==> src/rtl/inj_trig_pkg.sv <==
package inj_trig_pkg;
  typedef enum logic [1:0] {
    EDGE_OFF  = 2'b00,
    EDGE_RISE = 2'b01,
    EDGE_FALL = 2'b10,
    EDGE_BOTH = 2'b11
  } edge_mode_e;
endpackage

==> src/rtl/evt_sync.sv <==
module evt_sync #(
  parameter int WIDTH  = 16,
  parameter int STAGES = 2
) (
  input  logic             clk,
  input  logic             rst_n,
  input  logic [WIDTH-1:0] async_in,
  output logic [WIDTH-1:0] sync_out
);
  logic [WIDTH-1:0] stg [STAGES];

  always_ff @(posedge clk or negedge rst_n)
    if (!rst_n) stg[0] <= '0;
    else        stg[0] <= async_in;

  for (genvar s = 1; s < STAGES; s++) begin : g_stage
    always_ff @(posedge clk or negedge rst_n)
      if (!rst_n) stg[s] <= '0;
      else        stg[s] <= stg[s-1];
  end

  assign sync_out = stg[STAGES-1];

  logic live_q;
  always_ff @(posedge clk or negedge rst_n)
    if (!rst_n) live_q <= 1'b0;
    else        live_q <= 1'b1;

  assert_sync_capture_R5: assert property (@(posedge clk) disable iff (!rst_n)
    live_q |-> stg[0] == $past(async_in));
endmodule

==> src/rtl/edge_detect.sv <==
module edge_detect
  import inj_trig_pkg::*;
#(
  parameter int N_EVT = 16,
  localparam int SEL_W = $clog2(N_EVT)
) (
  input  logic             clk,
  input  logic             rst_n,
  input  logic [N_EVT-1:0] lvl_vec,
  input  logic [SEL_W-1:0] sel,
  input  logic [1:0]       mode,
  output logic             hit
);
  logic             cur_lvl, hist_q, cfg_chg;
  logic [SEL_W-1:0] sel_q;
  logic [1:0]       mode_q;
  logic             rise, fall;

  assign cur_lvl = lvl_vec[sel];
  assign cfg_chg = (sel != sel_q) || (mode != mode_q);
  assign rise    = cur_lvl & ~hist_q;
  assign fall    = ~cur_lvl & hist_q;

  always_ff @(posedge clk or negedge rst_n)
    if (!rst_n) begin
      hist_q <= 1'b0;
      sel_q  <= '0;
      mode_q <= EDGE_OFF;
    end else begin
      hist_q <= cur_lvl;
      sel_q  <= sel;
      mode_q <= mode;
    end

  always_comb begin
    unique case (edge_mode_e'(mode))
      EDGE_RISE: hit = rise;
      EDGE_FALL: hit = fall;
      EDGE_BOTH: hit = rise | fall;
      default:   hit = 1'b0;
    endcase
    if (cfg_chg) hit = 1'b0;
  end

  assert_off_quiet_R3: assert property (@(posedge clk) disable iff (!rst_n)
    (mode == EDGE_OFF) |-> !hit);
endmodule

==> src/rtl/start_ctl.sv <==
module start_ctl (
  input  logic clk,
  input  logic rst_n,
  input  logic conv_en,
  input  logic sw_wr,
  input  logic ext_hit,
  input  logic core_busy,
  output logic start_pulse,
  output logic sw_bit
);
  logic start_q, sw_q, fire;

  assign fire = conv_en && !core_busy && !start_q && (ext_hit || sw_q);

  always_ff @(posedge clk or negedge rst_n)
    if (!rst_n) begin
      start_q <= 1'b0;
      sw_q    <= 1'b0;
    end else begin
      start_q <= fire;
      if (sw_wr && conv_en) sw_q <= 1'b1;
      else if (fire)        sw_q <= 1'b0;
    end

  assign start_pulse = start_q;
  assign sw_bit      = sw_q;

  assert_pulse_single_R7: assert property (@(posedge clk) disable iff (!rst_n)
    start_q |=> !start_q);
  assert_busy_block_R8: assert property (@(posedge clk) disable iff (!rst_n)
    core_busy |=> !start_q);
  assert_disabled_block_R9: assert property (@(posedge clk) disable iff (!rst_n)
    !conv_en |=> !start_q);
  assert_write_gated_R1: assert property (@(posedge clk) disable iff (!rst_n)
    (sw_wr && !conv_en && !sw_q) |=> !sw_q);
  assert_bit_cleared_R2: assert property (@(posedge clk) disable iff (!rst_n)
    ($rose(start_q) && !$past(sw_wr && conv_en)) |-> !sw_q);
endmodule

==> src/rtl/inj_trig_ctrl.sv <==
module inj_trig_ctrl #(
  parameter int N_EVT       = 16,
  parameter int SYNC_STAGES = 2,
  localparam int SEL_W = $clog2(N_EVT)
) (
  input  logic             clk,
  input  logic             rst_n,
  input  logic             conv_en,
  input  logic             sw_start_wr,
  input  logic [1:0]       edge_mode,
  input  logic [SEL_W-1:0] evt_sel,
  input  logic [N_EVT-1:0] evt_in,
  input  logic             core_busy,
  output logic             start_pulse,
  output logic             sw_start_bit
);
  logic [N_EVT-1:0] evt_lvl;
  logic             ext_hit;

  evt_sync #(.WIDTH(N_EVT), .STAGES(SYNC_STAGES)) u_sync (
    .clk(clk), .rst_n(rst_n), .async_in(evt_in), .sync_out(evt_lvl)
  );

  edge_detect #(.N_EVT(N_EVT)) u_edge (
    .clk(clk), .rst_n(rst_n), .lvl_vec(evt_lvl), .sel(evt_sel),
    .mode(edge_mode), .hit(ext_hit)
  );

  start_ctl u_start (
    .clk(clk), .rst_n(rst_n), .conv_en(conv_en), .sw_wr(sw_start_wr),
    .ext_hit(ext_hit), .core_busy(core_busy),
    .start_pulse(start_pulse), .sw_bit(sw_start_bit)
  );
endmodule

==> config.mk <==
export PLATFORM = sky130hd
export DESIGN_NAME = inj_trig_ctrl
export DESIGN_NICKNAME = d
export VERILOG_FILES = /design/src/rtl/inj_trig_pkg.sv /design/src/rtl/evt_sync.sv /design/src/rtl/edge_detect.sv /design/src/rtl/start_ctl.sv /design/src/rtl/inj_trig_ctrl.sv
export SDC_FILE = /design/constraint.sdc
export NUM_CORES = 1
export LEC_CHECK = 0
export ABC_CLOCK_PERIOD_IN_PS = 2070
export CORE_UTILIZATION = 35
export DETAILED_ROUTE_END_ITERATION = 16
export DONT_BUFFER_PORTS = 1
export SYNTH_ARGS = -nofsm -noshare
export SYNTH_HDL_FRONTEND = slang
export SYNTH_HIERARCHICAL = 1
export SYNTH_SLANG_ARGS = --single-unit
==> constraint.sdc <==
create_clock -name clk -period 2.07 [get_ports clk]
set_input_delay 0.1035 -clock clk [delete_from_list [all_inputs] [get_ports clk]]
set_output_delay 0.1035 -clock clk [all_outputs]
set_load 0.01 [all_outputs]
==> results of run 1 <==
power by group:
group          switching, W  total (W)  internal (W)
clock              0.000277   0.000515      0.000239
sequential        0.0000183   0.000862      0.000844
combinational     0.0000453   0.000123     0.0000780
total              0.000340    0.00150       0.00116
Yosys cell counts:
| library cell | count | area, um2 |
|---|---|---|
| a21oi_1 | 1 | 5.00 |
| a22o_1 | 1 | 8.76 |
| a31oi_1 | 1 | 6.26 |
| and4_4 | 1 | 11.3 |
| buf_4 | 16 | 120 |
| buf_6 | 1 | 11.3 |
| dfrtp_1 | 41 | 1030 |
| ha_1 | 2 | 25.0 |
| inv_1 | 1 | 3.75 |
| inv_2 | 1 | 3.75 |
| mux4_1 | 4 | 105 |
| nand2_1 | 2 | 7.51 |
| nand3_1 | 2 | 10.0 |
| nand3b_1 | 2 | 15.0 |
| nor2_1 | 4 | 15.0 |
| nor3_1 | 1 | 5.00 |
| nor4_1 | 1 | 6.26 |
| or3b_1 | 1 | 8.76 |
| xnor2_1 | 3 | 26.3 |
| xor2_1 | 2 | 17.5 |
cells by family after synthesis:
kind of cell,Yosys count,synth area share (%)
xor+xnor,5,3.05
simple gates,14,5.48
buf+inv,19,9.66
flops,41,71.4
fa+ha+maj,2,1.74
mux,4,7.31
compound gates,3,1.39
sequential cells by signal, indices dropped and copies added (netlist names):
signal,count
u_edge/hist_q,1
u_start/sw_bit,1
u_sync/sync_out,16
u_edge/sel_q,4
u_start/start_pulse,1
u_edge/mode_q,2
u_sync/stg,16
layer usage:
layer | vias to the layer above | part of all wire [%]
li1 | 306 | -
met1 | 346 | 40
met2 | 27 | 51
met3 | 4 | 7.4
met4 | 0 | 1.4
met5 | - | 0
area by class of cell:
cell class                      instances  area share [%]
Timing Repair Buffer                   27            16.1
Clock buffer                            5            3.96
Sequential cell                        41            59.0
Clock inverter                          3            1.22
Tap cell                               48            3.46
Multi-Input combinational cell         28            15.8
Inverter                                2           0.432
worst max-delay path by stage:
| stage | cells after the start | slack (ps) | to |
|---|---|---|---|
| after floorplan | 10 | 5 | u_start/start_pulse |
| final | 9 | 40 | u_start/start_pulse |
| after global placement | 9 | 20 | u_start/start_pulse |
| after CTS | 9 | 4 | u_start/start_pulse |
| after detailed placement | 9 | 30 | u_start/start_pulse |
| after global routing | 9 | -120 | u_start/start_pulse |
through the flow:
| step | setup WS, ps | instances |
|---|---|---|
| final | 37.3 | 154 |
| after global routing | -120 | 154 |
| after CTS | 3.69 | 154 |
| after detailed placement | 28.5 | 119 |
| after global placement | 23.4 | 119 |
| after floorplan | 4.50 | 88 |
timing repair:
item                                    CTS  global route
pin swaps                                 3             2
hold endpoints to repair                 65             0
endpoints found under the setup margin    1             1
setup buffers                             0             0
gates cloned                              0             0
resized for setup                         0             1
hold buffers                             27             0
==> reports/results.ini, run 1 <==
[route]
firstDrtPassIters=4
vias_per_cell=4.44
final_antenna_net_count=0
wirelength_um=2080
routedWlPerCell_um=13.5
dr_total_vias=683
first_iter_violations=21
route.detailed.drc=0

[worst_hold_path]
worstHoldPathType=in -> reg
worstHoldStart=conv_en
hold_end=u_start/start_pulse
holdPathStages=2

[layout]
area_growth_syn_to_layout_pct=20.9
layout-drive-gt1-share_pct=16.0
final_cell_mix=dfrtp_1 (41), dlygate4sd3_1 (26), clkbuf_8 (5)
multi_input_area_um2=274
final_common_cell=dfrtp_1
utilization_pct=45.8
nFillCells=351
design_area_um2=1740
regArea_um2=1030
diodes=0
finalNetCount=134

[floorplanning]
dieArea_um2=4370
num_rows=22
die_y_um=66.1
core_um2=3800
start_util_pct=37.8
boundaryPins=29
fp.dieW_um=66.1

[timing]
skew_ps=3.05
fin_tns_setup_ps=0
max_freq_mhz=492
timing.final.crit_share_pct=98.2
tightest_slew_ps=219
relSlewSlack_pct=85.3
rsz0062_at_grt=true
maxSlewViolCount=0
min_period_ps=2030
hold_viol=0
hold_slack_ps=57.4
finalSetupViolCount=0

[clock_tree]
cts_tree=done
clock_latency_ps=290
cts.sinks=41
htree_levels=2
cts_buffers=5
clkTransAtPathRegs_ps=80
cts_buffer_depth=2
root_buffer=clkbuf_8

[worst_setup_path]
endpoint_kind=flip-flop
cp_num_buf_inv=0
arrival_ps=2260
r2r_start=u_sync/sync_out[15]
path_delay_family=simple AND/OR/NAND/NOR gates
start_kind=flip-flop
crit_fanout=2
reg2reg_depth=9
r2r-end=u_start/start_pulse
max_stage_delay_ps=470
cp_data_required_time_ps=2290
slowest_stage=mux4_2
rrSetupSlack_ps=40
crit_top_cell=nor2_1
path_class=reg -> reg
critPathLaunch=u_sync/sync_out[15]
cp_cell_sequence=mux4_2 > nand3_1 > and4_4 > ha_4 > a21oi_2 > a31oi_1 > nor4_1 > nor2_1 > nor2_1

[synthesis]
post_synth_num_cell_types=20
netlist_area_um2=1440
yosys_warnings=6
synth_seq_cells=41
ys_seq_area_share_pct=71.4
syn_nets=117
syn_area_per_cell_um2=16.3
syn_inst=88

[global_routing]
grt_pass1_vias=750
grt_use_met1_pct=11.1
grt_max_degree=42
grt_first_pass_wirelength_um=3190
gr-usage-met2_pct=18.0
grt-ovfl-total=0
top_usage_layer=met2
antenna_found_initial=0
grt.total_usage_pct=10.9
grtUsageMet3_pct=4.83

[outcome]
status=finished, final reports clean

[flow_run]
maxCapViolCount=0

[placement]
place.gp.congestion=0.684
port_buffers=0
postPlaceCellArea_um2=1360
hpwl_um=1140

[power_and_ir_drop]
p_per_area_nw_per_um2=864
leakagePower_nw=0.738
irDropWorstVdd_mv=0.461
power.total_w=0.00150

(Power assumes the default switching activity.)
==> run 2: changes to the inputs <==
--- a/config.mk
+++ b/config.mk
@@ -9,6 +9,8 @@
 export CORE_UTILIZATION = 35
 export DETAILED_ROUTE_END_ITERATION = 16
 export DONT_BUFFER_PORTS = 1
+export REMOVE_ABC_BUFFERS = 1
+export SETUP_SLACK_MARGIN = 0.05
 export SYNTH_ARGS = -nofsm -noshare
 export SYNTH_HDL_FRONTEND = slang
 export SYNTH_HIERARCHICAL = 1
==> run 2 against run 1 <==
  * Maximum frequency down 1.1%
  * Power is 0.32% lower
  * Critical endpoint unchanged
  * Critical path type unchanged
  * Highest routed layer unchanged
  * Largest cell class unchanged
  * Die area unchanged
==> reports/results.ini, run 2 (synthesized netlist as in run 1, its figures left out) <==
[outcome]
status=finished, final reports clean

[global_routing]
grt_max_degree=42  ; unchanged
grt_pass1_vias=772  ; +2.9%
grt-ovfl-total=0  ; unchanged
grt.total_usage_pct=10.9  ; -0.037 points
grt_first_pass_wirelength_um=3310  ; +3.7%
antenna_found_initial=0  ; unchanged

[placement]
place.gp.congestion=0.649  ; -5.2%
port_buffers=0  ; unchanged
hpwl_um=1090  ; -5.2%

[route]
dr_total_vias=676  ; -1.0%
final_antenna_net_count=0  ; unchanged
routedWlPerCell_um=13.0  ; -3.7%
wirelength_um=2010  ; -3.0%
route.detailed.drc=0  ; unchanged
first_iter_violations=29  ; +38%
firstDrtPassIters=3  ; -1
vias_per_cell=4.36  ; -1.7%

[layout]
area_growth_syn_to_layout_pct=21.6
multi_input_area_um2=277  ; +0.91%
finalNetCount=135  ; +0.75%
layout-drive-gt1-share_pct=17.8  ; +1.7 points
final_common_cell=dfrtp_1
final_cell_mix=dfrtp_1 (41), dlygate4sd3_1 (26), clkbuf_8 (5)
regArea_um2=1030  ; unchanged
nFillCells=350  ; -0.28%
utilization_pct=46.0  ; +0.26 points
diodes=0  ; unchanged

[timing]
min_period_ps=2060  ; +22.5 ps
relSlewSlack_pct=83.0  ; -2.2 points
timing.final.crit_share_pct=99.3  ; +1.1 points
finalSetupViolCount=0  ; unchanged
max_freq_mhz=487  ; -1.1%
tightest_slew_ps=252  ; +33.3 ps
maxSlewViolCount=0  ; unchanged
skew_ps=6.80  ; +3.74 ps
hold_viol=0  ; unchanged
rsz0062_at_grt=true

[floorplanning]
fp.dieW_um=66.1  ; unchanged
start_util_pct=37.8  ; unchanged
num_rows=22  ; unchanged
dieArea_um2=4370  ; unchanged
die_y_um=66.1  ; unchanged
boundaryPins=29  ; unchanged
core_um2=3800  ; unchanged

[worst_setup_path]
endpoint_kind=flip-flop
path_class=reg -> reg
start_kind=flip-flop
arrival_ps=2270  ; about the same
cp_data_required_time_ps=2290  ; about the same
crit_fanout=2  ; unchanged

[clock_tree]
cts_tree=done
cts_buffers=5  ; unchanged
clock_latency_ps=290  ; about the same
cts_setup_buffers=0  ; unchanged
cts.sinks=41  ; unchanged
clkTransAtPathRegs_ps=70  ; about the same
cts_buffer_depth=2  ; unchanged
htree_levels=2  ; unchanged
root_buffer=clkbuf_8

[power_and_ir_drop]
pwr-share-comb_pct=8.5  ; +0.3 points
power.switching_w=0.000332  ; -2.4%
switching_share_pct=22.2  ; -0.48 points
p_clk_share_pct=33.8  ; -0.5 points
power_frac_seq_pct=57.6  ; +0.2 points
p_per_area_nw_per_um2=856  ; -0.89%
irDropWorstVdd_mv=0.599  ; +30%
leakagePower_nw=0.743  ; +0.70%
internal_power_w=0.00116  ; +0.30%
power.total_w=0.00150  ; -0.32%

[flow_run]
maxCapViolCount=0  ; unchanged

[worst_hold_path]
worstHoldPathType=in -> reg

[run 2: what timing repair did]
| action | 4_1_cts | 5_1_grt |
|---|---|---|
| setup endpoints to repair | 1 | 1 |
| endpoints found under the hold margin | 65 | 0 |
| gates resized for setup | 6 | 1 |
| hold buffers | 27 | 0 |
| pin swaps | 9 | 3 |
[run 2: worst paths after layout]
kind / cells past startpoint / from / slack, ps / endpoint
min reg2reg: 0 / u_sync/stg[18] / 350 / u_sync/sync_out[2]
min: 2 / conv_en / 70 / u_start/start_pulse
max reg2reg: 9 / u_sync/sync_out[10] / 10 / u_start/start_pulse
min in group asynchronous: 2 / rst_n / 270 / u_sync/stg[26]
max in group asynchronous: 2 / rst_n / 1600 / u_start/sw_bit
max: 9 / u_sync/sync_out[10] / 10 / u_start/start_pulse
[run 2: power by group through the flow]
stage	combinational [W]	sequential (W)	clock (W)
CTS	0.000125	0.000863	0.000526
floorplan	0.0000456	0.000872	0
finish	0.000128	0.000862	0.000506
detailed placement	0.0000558	0.000877	0
global placement	0.0000545	0.000875	0
global route	0.000140	0.000867	0.000558
[run 2: metal layers]
metal,share of wire (%),up-vias,track usage (%)
met5,0,-,0
met4,0.55,0,4.79
met3,6.5,2,4.83
met2,50,24,17.9
met1,43,339,12.1
li1,-,311,-
[run 2: final cells by class]
type / count / area share (%)
multi-input combinational: 28 / 15.8
clock inverter: 3 / 1.22
clock buffer: 5 / 3.94
inverter: 2 / 0.429
timing repair buffer: 28 / 16.5
tap: 48 / 3.44
sequential: 41 / 58.7
[run 2: through the flow]
step / cell area (um2) / setup WS (ps) / hold slack, ps / TNS (ps) / cells
6_report: 1750 / 14.8 / 73.4 / 0 / 155
2_1_floorplan: 1310 / 37.3 / -192 / 0 / 71
5_1_grt: 1750 / -159 / 74.3 / -159 / 155
4_1_cts: 1750 / -27.8 / 56.2 / -27.8 / 155
3_5_place_dp: 1370 / -111 / -191 / -111 / 120
3_3_place_gp: 1370 / -126 / -191 / -126 / 120
[run 2: worst max-delay path, cell delays in order, from the launching register on]
cell      delay [ps]
dfrtp_1          370
mux4_2           460
nand3b_1         100
and4_4           250
ha_4             200
a21oi_2          100
a31oi_1           70
nor4_1           290
nor2_1            70
nor2_1            80
==> run 3: changes to the inputs <==
--- a/config.mk
+++ b/config.mk
@@ -6,11 +6,12 @@
 export NUM_CORES = 1
 export LEC_CHECK = 0
 export ABC_CLOCK_PERIOD_IN_PS = 2070
+export BUFFER_PORTS_ARGS = -buffer_cell sky130_fd_sc_hd__buf_2
 export CORE_UTILIZATION = 35
 export DETAILED_ROUTE_END_ITERATION = 16
-export DONT_BUFFER_PORTS = 1
 export REMOVE_ABC_BUFFERS = 1
 export SETUP_SLACK_MARGIN = 0.05
+export SLEW_MARGIN = 10
 export SYNTH_ARGS = -nofsm -noshare
 export SYNTH_HDL_FRONTEND = slang
 export SYNTH_HIERARCHICAL = 1
==> run 3 against run 2 <==
  * Maximum frequency up 2.1%
  * Clock power up 27%
  * Critical path depth up 3
  * Clock skew down 1.4 ps
  * Critical path type unchanged
==> reports/results.ini, run 3 (synthesized netlist as in run 1, its figures left out) <==
[outcome]
status=finished, final reports clean

[power_and_ir_drop]
leakagePower_nw=0.846  ; +14%
p_per_area_nw_per_um2=886  ; +3.5%
internal_power_w=0.00133  ; +14%
pwr-share-comb_pct=9.7  ; +1.2 points
p_clk_share_pct=38.6  ; +4.8 points
switching_share_pct=20.2  ; -2.0 points
irDropWorstVdd_mv=0.538  ; -10%
power.switching_w=0.000337  ; +1.4%
power_frac_seq_pct=51.7  ; -5.9 points

[placement]
postPlaceCellArea_um2=1510  ; +10%
dp_slack_ps=-127  ; -15.5 ps
place.gp.congestion=0.682  ; +5.2%
hpwl_um=1230  ; +14%
port_buffers=28  ; +28

[route]
wirelength_um=2050  ; +1.8%
vias_per_cell=4.29  ; -1.5%
firstDrtPassIters=4  ; +1
drt-met1-wl_um=856  ; -1.3%
first_iter_violations=7  ; -76%
routed.top_layer=met4
final_antenna_net_count=0  ; unchanged
dr_total_vias=760  ; +12%
route.detailed.drc=0  ; unchanged
wl_met2_um=1060  ; +5.2%
routedWlPerCell_um=11.6  ; -11%
wl_met3_um=122  ; -6.9%

[global_routing]
grt-ovfl-total=0  ; unchanged
antenna_found_initial=0  ; unchanged
grt.total_usage_pct=11.6  ; +0.77 points
grt_first_pass_wirelength_um=3620  ; +9.4%
grt_max_degree=42  ; unchanged
grt_pass1_vias=853  ; +10%

[worst_setup_path]
path_class=reg -> reg
path_depth=12  ; +3
start_kind=flip-flop
cp_num_buf_inv=2  ; +2
path_delay_family=simple AND/OR/NAND/NOR gates
reg2reg_depth=12  ; +3
crit_top_cell=nor2_1
arrival_ps=2190  ; -80 ps
crit_fanout=2  ; unchanged
cp_data_required_time_ps=2250  ; -40 ps
max_stage_delay_ps=460  ; about the same
endpoint_kind=flip-flop
slowest_stage=mux4_2
cp_cell_sequence=mux4_2 > nand3b_1 > and4_4 > buf_6 > inv_4 > ha_4 > nand2_2 > nor3_2 > a31oi_1 > nor4_2 > nor2_1 > nor2_1

[timing]
setup_slack_ps=56.7  ; +41.9 ps
max_freq_mhz=497  ; +2.1%
skew_ps=5.35  ; -1.45 ps
rsz0062_at_grt=true
finalSetupViolCount=0  ; unchanged
tightest_slew_ps=838  ; +585 ps
relSlewSlack_pct=44.2  ; -39 points
min_period_ps=2010  ; -41.9 ps
timing.final.crit_share_pct=97.3  ; -2.0 points
maxSlewViolCount=0  ; unchanged
hold_viol=0  ; unchanged

[clock_tree]
root_buffer=clkbuf_8
clkTransAtPathRegs_ps=70  ; about the same
cts.sinks=41  ; unchanged
cts_tree=done
htree_levels=2  ; unchanged
cts_buffer_depth=2  ; unchanged
cts_buffers=5  ; unchanged
clock_latency_ps=280  ; about the same

[layout]
finalNetCount=157  ; +16%
area_growth_syn_to_layout_pct=30.9
layout-drive-gt1-share_pct=39.5  ; +22 points
diodes=0  ; unchanged
final_cell_mix=dfrtp_1 (41), buf_2 (28), dlygate4sd3_1 (19)
design_area_um2=1880  ; +7.7%
final_common_cell=dfrtp_1

[floorplanning]
dieArea_um2=4370  ; unchanged
boundaryPins=29  ; unchanged
core_um2=3800  ; unchanged
fp.dieW_um=66.1  ; unchanged
start_util_pct=37.8  ; unchanged
num_rows=22  ; unchanged
die_y_um=66.1  ; unchanged

[flow_run]
maxCapViolCount=0  ; unchanged

[worst_hold_path]
holdPathStages=1  ; -1
worstHoldPathType=in -> reg

-- run 3: per-stage QoR --
| step | hold WS [ps] | util [%] | total power (W) | cells | TNS [ps] |
|---|---|---|---|---|---|
| after floorplan | -192 | - | 0.000917 | 71 | 0 |
| after global placement | 211 | 39.9 | 0.000975 | 148 | -76.1 |
| after detailed placement | 213 | 39.9 | 0.000982 | 148 | -127 |
| after CTS | 1.86 | 48.5 | 0.00168 | 176 | -28.3 |
| after global routing | 7.87 | 49.5 | 0.00175 | 177 | -65.7 |
| final | 13.6 | 49.5 | 0.00167 | 177 | 0 |
-- run 3: worst reg2reg max path: stages (launching register included) --
cell	delay, ps
dfrtp_1	360
mux4_2	460
nand3b_1	100
and4_4	250
buf_6	100
inv_4	30
ha_4	140
nand2_2	60
nor3_2	40
a31oi_1	190
nor4_2	60
nor2_1	80
nor2_1	50
-- run 3: layout make-up --
class	count	area (um2)
timing repair buffer	50	357
fill	334	1920
inverter	2	10.0
clock buffer	6	82.6
multi-input combinational	28	309
clock inverter	2	37.5
tap	48	60.1
sequential	41	1030
-- run 3: final timing paths --
kind / start / end / slack [ps]
min: evt_sel[2] / u_edge/sel_q[2] / 10
max in group asynchronous: rst_n / u_sync/sync_out[6] / 1070
max reg2reg: u_sync/sync_out[7] / u_start/start_pulse / 60
min in group asynchronous: rst_n / u_sync/stg[17] / 470
min reg2reg: u_sync/stg[26] / u_sync/sync_out[10] / 350
max: u_sync/sync_out[7] / u_start/start_pulse / 60
-- run 3: metal layers --
layer | vias up | global-route usage, %
li1 | 354 | -
met1 | 378 | 13.0
met2 | 26 | 19.3
met3 | 2 | 5.17
met4 | 0 | 4.79
met5 | - | 0
-- run 3: power groups by stage --
stage / Clock [W] / Sequential (W) / Combinational [W]
floorplan: 0 / 0.000872 / 0.0000456
global placement: 0 / 0.000872 / 0.000103
detailed placement: 0 / 0.000875 / 0.000107
CTS: 0.000671 / 0.000861 / 0.000148
global route: 0.000703 / 0.000865 / 0.000181
finish: 0.000643 / 0.000862 / 0.000161
-- run 3: what timing repair did --
item	in CTS	in global routing
hold buffers	19	0
pin swaps	10	8
endpoints found under the setup margin	1	1
setup buffers	1	1
endpoints found under the hold margin	59	0
gates resized for setup	6	7
